`config.mk`:
```
export PLATFORM = sky130hd
export DESIGN_NAME = adc_conv_sequencer
export DESIGN_NICKNAME = d
export VERILOG_FILES = /design/src/rtl/adc_seq_pkg.sv /design/src/rtl/adc_fall_detect.sv /design/src/rtl/adc_frame_shifter.sv /design/src/rtl/adc_conv_sequencer.sv
export SDC_FILE = /design/constraint.sdc
export NUM_CORES = 1
export LEC_CHECK = 0
export BUFFER_PORTS_ARGS = -buffer_cell sky130_fd_sc_hd__buf_2
export CAP_MARGIN = 10
export CORE_MARGIN = 3
export CORE_UTILIZATION = 56
export CTS_BUF_LIST = sky130_fd_sc_hd__clkbuf_16
export DETAILED_ROUTE_END_ITERATION = 10
export PLACE_DENSITY_LB_ADDON = 0.12
export SLEW_MARGIN = 10
export SYNTH_ARGS = -nofsm -noshare
export SYNTH_HDL_FRONTEND = slang
export SYNTH_SLANG_ARGS = --single-unit
```
`constraint.sdc`:
```
create_clock -name clk -period 2.2 [get_ports clk]
set_input_delay 0.55 -clock clk [delete_from_list [all_inputs] [get_ports clk]]
set_output_delay 0.55 -clock clk [all_outputs]
set_load 0.02 [all_outputs]
```
`src/rtl/adc_seq_pkg.sv`:
```
// Shared definitions for the converter sequencer.
// Assumes: one sample word plus an over-range slot and a trailing zero slot.
package adc_seq_pkg;
    localparam int DEF_SAMPLE_W    = 14;
    localparam int DEF_CONV_CYCLES = 24;

    typedef enum logic [1:0] {
        ST_IDLE = 2'd0,
        ST_CONV = 2'd1,
        ST_WAIT = 2'd2,
        ST_SEND = 2'd3
    } seq_state_t;
endpackage

```
`src/rtl/adc_fall_detect.sv`:
```
// Detects a high-to-low transition of a synchronous input.
// Assumes: din is already in the clk domain; the idle level is high, so the
// history register resets high and a low input during reset gives no edge.
module adc_fall_detect (
    input  logic clk,
    input  logic rst_n,
    input  logic din,
    output logic fall
);
    logic prev_q;

    // Keeps the input level of the previous cycle.
    always_ff @(posedge clk) begin
        if (!rst_n) prev_q <= 1'b1;
        else        prev_q <= din;
    end

    assign fall = prev_q & ~din;
endmodule

```
`src/rtl/adc_frame_shifter.sv`:
```
// Sends a parallel frame MSB first on a half-rate serial clock.
// Assumes: load is a one-cycle pulse that arrives only while idle. Data
// changes on the master edge that raises sclk; done pulses on the edge of
// the last fall.
module adc_frame_shifter #(
    parameter int FRAME_W = 16
) (
    input  logic               clk,
    input  logic               rst_n,
    input  logic               load,
    input  logic [FRAME_W-1:0] frame,
    output logic               sclk,
    output logic               sdo,
    output logic               done
);
    localparam int SLOT_W = $clog2(FRAME_W);

    logic               active_q;
    logic               phase_q;
    logic [SLOT_W-1:0]  slot_q;
    logic [FRAME_W-1:0] shreg_q;
    logic               sclk_q;
    logic               sdo_q;

    assign done = active_q & phase_q & (slot_q == SLOT_W'(FRAME_W - 1));
    assign sclk = sclk_q;
    assign sdo  = sdo_q;

    // Two master cycles per slot: rise with new data, then fall.
    always_ff @(posedge clk) begin
        if (!rst_n) begin
            active_q <= 1'b0;
            phase_q  <= 1'b0;
            slot_q   <= '0;
            shreg_q  <= '0;
            sclk_q   <= 1'b0;
            sdo_q    <= 1'b0;
        end else if (load) begin
            active_q <= 1'b1;
            phase_q  <= 1'b0;
            slot_q   <= '0;
            shreg_q  <= frame;
            sclk_q   <= 1'b0;
            sdo_q    <= 1'b0;
        end else if (active_q) begin
            if (!phase_q) begin
                sclk_q  <= 1'b1;
                sdo_q   <= shreg_q[FRAME_W-1];
                shreg_q <= {shreg_q[FRAME_W-2:0], 1'b0};
                phase_q <= 1'b1;
            end else begin
                sclk_q  <= 1'b0;
                phase_q <= 1'b0;
                slot_q  <= slot_q + 1'b1;
                if (done) begin
                    active_q <= 1'b0;
                    sdo_q    <= 1'b0;
                end
            end
        end
    end


    sdo_hold_on_fall_chk: assert property (@(posedge clk) disable iff (!rst_n)
        (active_q && phase_q && !done && !load) |=> $stable(sdo_q));


    sclk_toggle_chk: assert property (@(posedge clk) disable iff (!rst_n)
        (active_q && !load) |=> (sclk_q != $past(sclk_q)));


    sclk_idle_low_chk: assert property (@(posedge clk) disable iff (!rst_n)
        !active_q |-> !sclk_q);
endmodule

```
`src/rtl/adc_conv_sequencer.sv`:
```
// Conversion sequencer: detects start edges, times the conversion in master
// cycles, captures the sample and hands a framed word to the serial shifter.
// Assumes: all inputs are synchronous to clk; mode_sel is read at the end of
// the conversion; reset is synchronous and active low.
module adc_conv_sequencer
    import adc_seq_pkg::*;
#(
    parameter int SAMPLE_W    = DEF_SAMPLE_W,
    parameter int CONV_CYCLES = DEF_CONV_CYCLES
) (
    input  logic                clk,
    input  logic                rst_n,
    input  logic                start_n,
    input  logic                mode_sel,
    input  logic                fsync_n,
    input  logic                standby,
    input  logic                nap,
    input  logic [SAMPLE_W-1:0] sample_data,
    input  logic                sample_ovr,
    output logic                sclk,
    output logic                sdo,
    output logic                sdo_oe,
    output logic                busy
);
    localparam int FRAME_W = SAMPLE_W + 2;
    localparam int CNT_W   = $clog2(CONV_CYCLES);

    seq_state_t          state_q, state_d;
    logic [CNT_W-1:0]    cnt_q;
    logic [SAMPLE_W-1:0] hold_data_q;
    logic                hold_ovr_q;
    logic                start_fall, fs_fall;
    logic                low_pwr, accept, conv_end, fs_go, load, done;
    logic [FRAME_W-1:0]  frame;

    adc_fall_detect u_start_edge (
        .clk  (clk),
        .rst_n(rst_n),
        .din  (start_n),
        .fall (start_fall)
    );

    adc_fall_detect u_fsync_edge (
        .clk  (clk),
        .rst_n(rst_n),
        .din  (fsync_n),
        .fall (fs_fall)
    );

    assign low_pwr  = standby | nap;
    assign accept   = (state_q == ST_IDLE) && start_fall && !low_pwr;
    assign conv_end = (state_q == ST_CONV) && (cnt_q == CNT_W'(CONV_CYCLES - 1));
    assign fs_go    = (state_q == ST_WAIT) && fs_fall;
    assign load     = (conv_end && !mode_sel) || fs_go;
    assign frame    = {hold_ovr_q, hold_data_q, 1'b0};

    // Next-state choice of the sequence.
    always_comb begin
        state_d = state_q;
        unique case (state_q)
            ST_IDLE: if (accept)   state_d = ST_CONV;
            ST_CONV: if (conv_end) state_d = mode_sel ? ST_WAIT : ST_SEND;
            ST_WAIT: if (fs_go)    state_d = ST_SEND;
            ST_SEND: if (done)     state_d = ST_IDLE;
            default:               state_d = ST_IDLE;
        endcase
    end

    // State register and conversion cycle counter.
    always_ff @(posedge clk) begin
        if (!rst_n) begin
            state_q <= ST_IDLE;
            cnt_q   <= '0;
        end else begin
            state_q <= state_d;
            cnt_q   <= (state_q == ST_CONV && !conv_end) ? cnt_q + 1'b1 : '0;
        end
    end

    // Captures the sample at the accepted start edge.
    always_ff @(posedge clk) begin
        if (!rst_n) begin
            hold_data_q <= '0;
            hold_ovr_q  <= 1'b0;
        end else if (accept) begin
            hold_data_q <= sample_data;
            hold_ovr_q  <= sample_ovr;
        end
    end

    adc_frame_shifter #(.FRAME_W(FRAME_W)) u_shifter (
        .clk  (clk),
        .rst_n(rst_n),
        .load (load),
        .frame(frame),
        .sclk (sclk),
        .sdo  (sdo),
        .done (done)
    );

    assign sdo_oe = (state_q == ST_SEND);
    assign busy   = (state_q != ST_IDLE);


    conv_len_chk: assert property (@(posedge clk) disable iff (!rst_n)
        conv_end |=> (state_q != ST_CONV));


    conv_count_chk: assert property (@(posedge clk) disable iff (!rst_n)
        (state_q == ST_CONV && !conv_end) |=> (state_q == ST_CONV && cnt_q == $past(cnt_q) + 1'b1));


    busy_start_ignored_chk: assert property (@(posedge clk) disable iff (!rst_n)
        (busy && start_fall) |=> $stable(hold_data_q) && $stable(hold_ovr_q));


    low_power_idle_chk: assert property (@(posedge clk) disable iff (!rst_n)
        (state_q == ST_IDLE && low_pwr) |=> (state_q == ST_IDLE));


    wait_released_chk: assert property (@(posedge clk) disable iff (!rst_n)
        (state_q == ST_WAIT && !fs_fall) |=> (!sdo_oe && !sclk && busy));
endmodule

```
Yosys cells after proc, flatten, opt, wreduce, memory -nomap -nowiden
Index checks and enable logic that the tools add are counted.
- reduce and logical (&&, ||, !) cells: 19
- bitwise gates (word level): 8
- equality and inequality tests: 11
- multiplexer cells: 16
- $add $sub $neg: 2
- operator list (kind ; number):
    16-bit two-way mux ; 3
    2-bit inequality test, second input constant ; 5
    1-bit two-way mux ; 8
    2-bit two-way mux ; 4
    2-bit case mux with 4 select lines ; 1
    2-bit AND reduction ; 4
    1-bit logical AND ; 6
    5-bit by 1-bit adder with 5-bit output, second input constant ; 1
    5-bit equality test, second input constant ; 1
    4-bit by 1-bit adder with 4-bit output, second input constant ; 1
    1-bit bitwise AND ; 4
    2-bit equality test, second input constant ; 2
    4-bit equality test, second input constant ; 1
    4-bit AND reduction ; 1
    2-bit nonzero test ; 2
    1-bit zero test ; 3
    1-bit inverter ; 3
    2-bit by 1-bit equality test with 1-bit output, second input constant ; 1
    2-bit zero test ; 1
    2-bit by 1-bit inequality test with 1-bit output, second input constant ; 1
    2-bit OR reduction ; 1
    1-bit logical OR ; 1
    1-bit OR ; 1
- output and inout bits: 4
- flip-flop bits (word level): 46

Depth between registers and ports, before layout
Gate-level depths: netlist (run 1).
- word-level depth: 6
- depth in mapped cells: 8
- mapped depth without buffers: 6

By module
A second synthesis (run 1) with hierarchy kept.
- cells, all modules: 226
- area total of the unflattened synthesis: 2034.5 sq um
- by module, submodules not included (module ; cells each ; sequential area each (sq um) ; area each (sq um) ; instances):
    adc_frame_shifter ; 107 ; 460.4 ; 997.2 ; 1
    adc_conv_sequencer ; 113 ; 440.4 ; 972.2 ; 1
    adc_fall_detect ; 3 ; 20.0 ; 32.5 ; 2

Worst setup path before layout (run 1)
No wires, ideal clock.
- kind: in2reg
- start: input port start_n
- end: register state_q[0]
- arrival: 1.821 ns
- slack: 0.261 ns
- cell stages on the path: 4
- path through: or4b_1 > a222oi_1 > nand2_1 > o221a_1
- cells in the longest elaborated chain, start to end: 6
- RTL lines (item ; line ; text):
    start: declaration ; adc_conv_sequencer.sv:13 ; input logic start_n,
    1-bit inverter ; adc_fall_detect.sv:18 ; assign fall = prev_q & ~din;
    1-bit bitwise AND ; adc_fall_detect.sv:18 ;
    1-bit logical AND (2 in a row) ; adc_conv_sequencer.sv:51 ; assign accept = (state_q == ST_IDLE) && start_fall && !low_pwr;
    2-bit inequality test (no line) ; -- ;
    4-bit AND reduction (no line) ; -- ;
    end signal: assignment ; adc_conv_sequencer.sv:75 ; state_q <= state_d;
    end: declaration ; adc_conv_sequencer.sv:28 ; seq_state_t state_q, state_d;
No other way between the ends.
A chain may end at the register's enable or synchronous reset.

Worst setup path after layout (run 1)
Ends and elaborated chain as after synthesis.

==> key figures, run 1 <==
Finish
  – Final core occ: 0.7098
  – Syn-to-layout area delta: 14.93%
  – Commonest non-fill, non-tap cell in the layout: dfxtp_1
  – Layout net count: 249
  – Most frequent cells in the layout: dfxtp_1 (46), mux2i_1 (30), buf_2 (25), nand2_1 (23)
  – Fin area: about 0.0023 mm^2
  – Layout cells sized above 1: 0.1622
  – Ant diodes: 0

Clock tree
  – Clk slew on worst S/H paths: about 0.05 ns
  – Clock Sinks: 46
  – Total CTS buffers: 5
  – Cts-stage hold buffer count: 0
  – H-tree levels: 2
  – Root buffer cell: clkbuf_16
  – Post_cts resized: 0
  – Worst-skew pair later-pin latency: 0.28 ns
  – CTS Buffer Depth: 2
  – Post-CTS setup repair buffer count: 0
  – TritonCTS clock tree: built

Power and ir drop
  – Pleak: approximately 1.3 nW
  – Max VDD drop: 0.6282 mV
  – P per Cell Area: between 800 and 900 mW/mm^2
  – Total power: 1.971 mW

Detailed routing
  – DRT Pass-1 Iters: 6
  – # DRC: 0
  – Detailed Route Iter0 Violations: 71
  – Post-route ant nets: 0
  – Wirelength, routed: 3334 um
  – Via count: between 1000 and 1500
  – Vias/cell: 5.274
  – Routed WL per cell: 12.53 um

GRT
  – Initial antenna violation count: 0
  – Number of global-route vias before repair: about 1400
  – First-pass GRT wire length: between 5000 and 6000 um
  – Global route total overflow: 0
  – Pin count of the biggest net entering global routing: 33
  – Total GRT Usage: 0.1752

Run status
  – Status: completed

Critical path
  – Crit path kind: in -> reg
  – Worst Setup SP: start_n
  – Worst-path cell chain: buf_2 > or4b_1 > a222oi_1 > nand2_1 > o221a_1
  – Critical path depth: 5
  – Reg-to-Reg Start: u_start_edge.prev_q
  – Crit path max fanout: 2
  – Cell family with most CP delay: compound AO/OA/AOI/OAI gates
  – Startpoint Class: input pin
  – R2r worst-path depth: 4
  – R2R setup slack: just over 0.4 ns
  – Worst Path Required: ~2.4 ns
  – Worst stage delay on the critical path: between 0.5 and 0.6 ns
  – Worst path bufs/invs: 1
  – CP max stage cell: or4b_1
  – Crit end category: register
  – WP data arrival: between 2 and 2.5 ns
  – CP Capture Point: state_q[0]
  – Worst r2r dst: state_q[0]

Die
  – Initial core utilization: 0.6176
  – Die X-Extent: 65.44 um
  – Overall die height: about 65 um
  – Top Ports: 26
  – Row cnt: 20
  – Core area: around 0.0032 mm^2
  – Die area: around 0.0043 mm^2

Hold path
  – Hold path start: cnt_q[0]
  – HP Class: reg -> reg

Timing
  – Worst-Margin Slew: approximately 0.45 ns
  – Fmax: 515.3 MHz
  – Setup violators final: 0
  – Worst hold slack: around 0.44 ns
  – Max Slew Vio Count: 0
  – Rel. slew slack: 0.7029
  – Fin. Hold Viols: 0
  – Sum of negative setup slack: 0 ns
  – Post-route clock period utilization: 0.8821
  – Layout Skew: about 0.0057 ns
  – RSZ-0062 raised after global routing: false
  – Final worst path period need: 1.941 ns

Run
  – Max-cap check violation count: 0

Yosys
  – Ys flop type: dfxtp_1
  – Number of flops mapped to enable cells by yosys: 0
  – Library cells used by synthesis: 28
  – Synth Warn #: 0
  – Async S/R FF share, synth: 0
  – Flops & latches, synth: 46
  – Mapped Area: around 0.0020 mm^2
  – Sequential cell area fraction in the yosys report: 0.4655
  – Synth Instances: between 150 and 200
  – Mapped Nets: 224
  – Mean area per synthesized cell: ~10 um^2

Placed design
  – Routability cong.: 0.7078
  – Post-detail-place hpwl: about 2400 um
  – Area post-placement: around 0.0021 mm^2
  – I/O Buffers: 25
## metrics by stage
| step | setup WS [ns] | std cells |
|---|---|---|
| floorplan | 0.2607 | 196 |
| global placement | 0.1107 | 258 |
| detailed placement | 0.001445 | 258 |
| CTS | 0.2748 | 266 |
| global route | 0.1783 | 266 |
| finish | 0.2593 | 266 |
## flip-flops by register name (all words and copies together) (netlist names)
name,count
u_start_edge.prev_q,1
u_shifter.slot_q,4
hold_ovr_q,1
u_shifter.sclk,1
state_q,2
hold_data_q,14
u_fsync_edge.prev_q,1
cnt_q,5
u_shifter.shreg_q,15
u_shifter.sdo,1
u_shifter.active_q,1
## how the worst min path moves through the flow
stage / cells past startpoint / end / slack [ns]
after floorplan: 1 / cnt_q[0] / 0.42
after global placement: 1 / cnt_q[0] / 0.43
after detailed placement: 1 / cnt_q[0] / 0.44
after CTS: 1 / cnt_q[0] / 0.45
after global routing: 2 / u_fsync_edge.prev_q / 0.47
final: 1 / cnt_q[0] / 0.44
## cells by family (layout without fill, tap and decap cells)
group / after synthesis / after routing / share of synthesized area
AND/OR/NAND/NOR: 67 / 67 / 0.1708
flip-flops: 46 / 46 / 0.4655
multiplexers: 30 / 30 / 0.1518
AO/OA/AOI/OAI: 24 / 24 / 0.1094
buffers and inverters: 17 / 43 / 0.03795
adder cells (fa/ha/maj): 6 / 6 / 0.03795
XOR/XNOR: 6 / 6 / 0.02657
## cell type report
cell class / instances / area (um^2)
inverters: 6 / 22.52
clock buffers: 5 / 125.1
fillers: 290 / 929.6
repair buffers: 29 / 155.1
flip-flops and latches: 46 / 920.9
well taps: 44 / 55.05
multi-input cells: 133 / 982.2
clock inverters: 3 / 12.51
## per-layer routing
| layer | up-vias | share of wire | track usage |
|---|---|---|---|
| met2 | 24 | 0.51 | 0.3287 |
| met3 | 7 | 0.034 | 0.04103 |
| met1 | 651 | 0.43 | 0.1800 |
| li1 | 721 | - | - |
| met4 | 0 | 0.023 | 0.08549 |
| met5 | - | 0 | 0 |
## synth_stat cells, drive strengths merged, types with 4 or more instances
cell    number  share of area
buf          4          0.013
clkbuf       7          0.013
dfxtp       46           0.47
ha           6          0.038
inv          6          0.011
mux2i       30           0.15
nand2       23          0.044
nand2b       7          0.023
nand3        6          0.015
nor2        10          0.019
nor2b       15          0.047
o211a       15          0.076
xor2         4          0.018
## power breakdown
part	internal, mW	switching [mW]	leakage (nW)
Sequential	0.891	0.0401	0.372
Clock	0.410	0.280	0.0724
Combinational	0.160	0.191	0.828
No activity file was read; power rests on OpenSTA's default activity.
==> run 2, diff against run 1 <==
--- a/config.mk
+++ b/config.mk
@@ -8,9 +8,10 @@
 export BUFFER_PORTS_ARGS = -buffer_cell sky130_fd_sc_hd__buf_2
 export CAP_MARGIN = 10
 export CORE_MARGIN = 3
-export CORE_UTILIZATION = 56
-export CTS_BUF_LIST = sky130_fd_sc_hd__clkbuf_16
+export CORE_UTILIZATION = 59
+export CTS_BUF_LIST = sky130_fd_sc_hd__clkbuf_4 sky130_fd_sc_hd__clkbuf_8
 export DETAILED_ROUTE_END_ITERATION = 10
+export MAX_ROUTING_LAYER = met4
 export PLACE_DENSITY_LB_ADDON = 0.12
 export SLEW_MARGIN = 10
 export SYNTH_ARGS = -nofsm -noshare
==> run 2 against run 1 <==
Net effect: die area down 4.6%; sequential share of layout area up 1.1 points; wire length down 0.27%; largest cell class unchanged; total power down 10%; global-route usage up 0.90 points; combinational power about the same.
==> key figures, run 2 (synthesis results as in run 1) <==
Die
  – Overall die height: 63.91 um (-2.3%)
  – Core area: 0.003128 mm^2 (-2.3%)
  – Top Ports: 26 (unchanged)
  – Die X-Extent: 63.91 um (-2.3%)
  – Initial core utilization: 0.6324 (+0.01482)
  – Die area: 0.004084 mm^2 (-4.6%)
  – Row cnt: 20 (unchanged)

Detailed routing
  – Detailed Route Iter0 Violations: 78 (+9.9%)
  – Post-route ant nets: 0 (unchanged)
  – Via count: 1403 (unchanged)
  – DRT Pass-1 Iters: 4 (-2)
  – Wirelength, routed: 3325 um (-0.27%)
  – # DRC: 0 (unchanged)
  – Vias/cell: 5.274 (unchanged)
  – Routed WL per cell: 12.50 um (-0.27%)

Power and ir drop
  – Sw frac: 0.2760 (+0.01671)
  – Clock Power Share: 0.278 (-0.072)
  – Pleak: 1.246 nW (-2.2%)
  – Max VDD drop: 0.6325 mV (+0.68%)
  – P per Cell Area: 801.7 mW/mm^2 (-7.5%)
  – Switching pwr: 0.4898 mW (-4.2%)
  – Pint: 1.285 mW (-12%)
  – Share of total power in combinational logic: 0.197 (+0.019)
  – Total power: 1.775 mW (-10%)
  – Seq pwr share: 0.525 (+0.053)

Clock tree
  – Worst-skew pair later-pin latency: 0.35 ns (+0.07 ns)
  – TritonCTS clock tree: built
  – Clock Sinks: 46 (unchanged)
  – Post_cts resized: 0 (unchanged)
  – Cts-stage hold buffer count: 0 (unchanged)
  – Total CTS buffers: 5 (unchanged)
  – CTS Buffer Depth: 2 (unchanged)
  – H-tree levels: 2 (unchanged)
  – Root buffer cell: clkbuf_4
  – Post-CTS setup repair buffer count: 0 (unchanged)
  – Clk slew on worst S/H paths: 0.13 ns (+0.08 ns)

Run status
  – Status: completed

Placed design
  – Post-detail-place hpwl: 2360 um (+0.19%)
  – Routability cong.: 0.7745 (+9.4%)
  – I/O Buffers: 25 (unchanged)

Timing
  – Fin. Hold Viols: 0 (unchanged)
  – Post-route clock period utilization: 0.8683 (-0.01383)
  – Worst-Margin Slew: 0.4467 ns (+0.001062 ns)
  – Fmax: 523.5 MHz (+1.6%)
  – Setup violators final: 0 (unchanged)
  – Layout Skew: 0.009660 ns (+0.003962 ns)
  – RSZ-0062 raised after global routing: false
  – Worst hold slack: 0.4013 ns (-0.04320 ns)
  – Max Slew Vio Count: 0 (unchanged)
  – Sum of negative setup slack: 0 ns (unchanged)
  – Final worst path period need: 1.910 ns (-0.03042 ns)
  – Rel. slew slack: 0.7022 (-0.0007080)

Finish
  – Fillcell total: 263 (-9.3%)
  – Final core occ: 0.7076 (-0.002166)
  – Biggest register: u_shifter.shreg_q
  – Syn-to-layout area delta: 11.89%
  – Largest registers: u_shifter.shreg_q x15, hold_data_q x14, cnt_q x5
  – Layout cells sized above 1: 0.1712 (+0.009009)
  – Number of flip-flops under the largest register name: 15 (unchanged)
  – Layout net count: 249 (unchanged)
  – Ant diodes: 0 (unchanged)
  – FF+latch area: 920.9 um^2 (unchanged)
  – Most frequent cells in the layout: dfxtp_1 (46), mux2i_1 (30), buf_2 (25), nand2_1 (23)
  – Multi-input logic area: 982.2 um^2 (unchanged)
  – Commonest non-fill, non-tap cell in the layout: dfxtp_1

Critical path
  – Crit path kind: reg -> out
  – Startpoint Class: register
  – Worst Path Required: 1.65 ns (-0.72 ns)
  – Worst stage delay on the critical path: 0.42 ns (-0.12 ns)
  – Worst-path cell chain: inv_1 > ha_1 > inv_1 > buf_2
  – Crit end category: output port
  – CP max stage cell: dfxtp_1
  – Cell family with most CP delay: flip-flops
  – WP data arrival: 1.36 ns (-0.75 ns)
  – Crit path max fanout: 5 (+3)
  – Most used cell, CP: inv_1
  – Worst path bufs/invs: 3 (+2)

GRT
  – First-pass GRT wire length: 5713 um (-0.95%)
  – Initial antenna violation count: 0 (unchanged)
  – Global route total overflow: 0 (unchanged)
  – Total GRT Usage: 0.1843 (+0.009015)
  – Pin count of the biggest net entering global routing: 33 (unchanged)
  – Number of global-route vias before repair: 1398 (+0.50%)

Hold path
  – HP Class: in -> reg

Run
  – Max-cap check violation count: 0 (unchanged)
-- run 2: cell count changes in the layout (fill, tap and decap cells not counted), sizes merged --
cell / before / now
inv: 7 / 6
bufinv: 0 / 1
-- run 2: metal layers --
| layer | GRT usage | vias to the layer above | part of all wire |
|---|---|---|---|
| met5 | - | - | 0 |
| met4 | 0.05660 | 0 | 0.014 |
| met3 | 0.06327 | 5 | 0.030 |
| met2 | 0.3226 | 18 | 0.52 |
| met1 | 0.1942 | 660 | 0.44 |
| li1 | - | 720 | - |
-- run 2: final timing paths --
check | from | end | slack (ns) | cells after the start
max reg2reg | u_start_edge.prev_q | state_q[0] | 0.38 | 4
min reg2reg | cnt_q[0] | cnt_q[0] | 0.47 | 1
min | fsync_n | u_fsync_edge.prev_q | 0.40 | 2
max | state_q[0] | busy | 0.29 | 4
-- run 2: through the flow --
step / cell area [um^2] / worst slack (ns) / std cells
finish: 2213 / 0.2897 / 266
global route: 2213 / 0.1692 / 266
floorplan: 1978 / 0.2607 / 196
CTS: 2213 / 0.2812 / 266
global placement: 2136 / 0.1155 / 258
detailed placement: 2136 / -0.02724 / 258
-- run 2: layout make-up --
cell class | count | share of cell area
clock inverter | 3 | 0.01809
inverter | 6 | 0.01018
clock buffer | 5 | 0.01696
tap | 44 | 0.02487
timing repair buffer | 29 | 0.07010
sequential | 46 | 0.4161
multi-input combinational | 133 | 0.4438
-- run 2: worst register-to-register path, cell delays in order (launching register included) --
cell      delay (ns)
dfxtp_1         0.33
or4b_1          0.46
a222oi_1        0.49
nand2_1         0.17
o221a_1         0.28
-- run 2: power by group through the flow --
stage / registers, mW / clock network (mW) / logic [mW]
CTS: 0.932 / 0.507 / 0.353
finish: 0.932 / 0.493 / 0.350
global route: 0.941 / 0.555 / 0.393
global placement: 0.946 / 0 / 0.325
floorplan: 0.941 / 0 / 0.267
detailed placement: 0.951 / 0 / 0.351
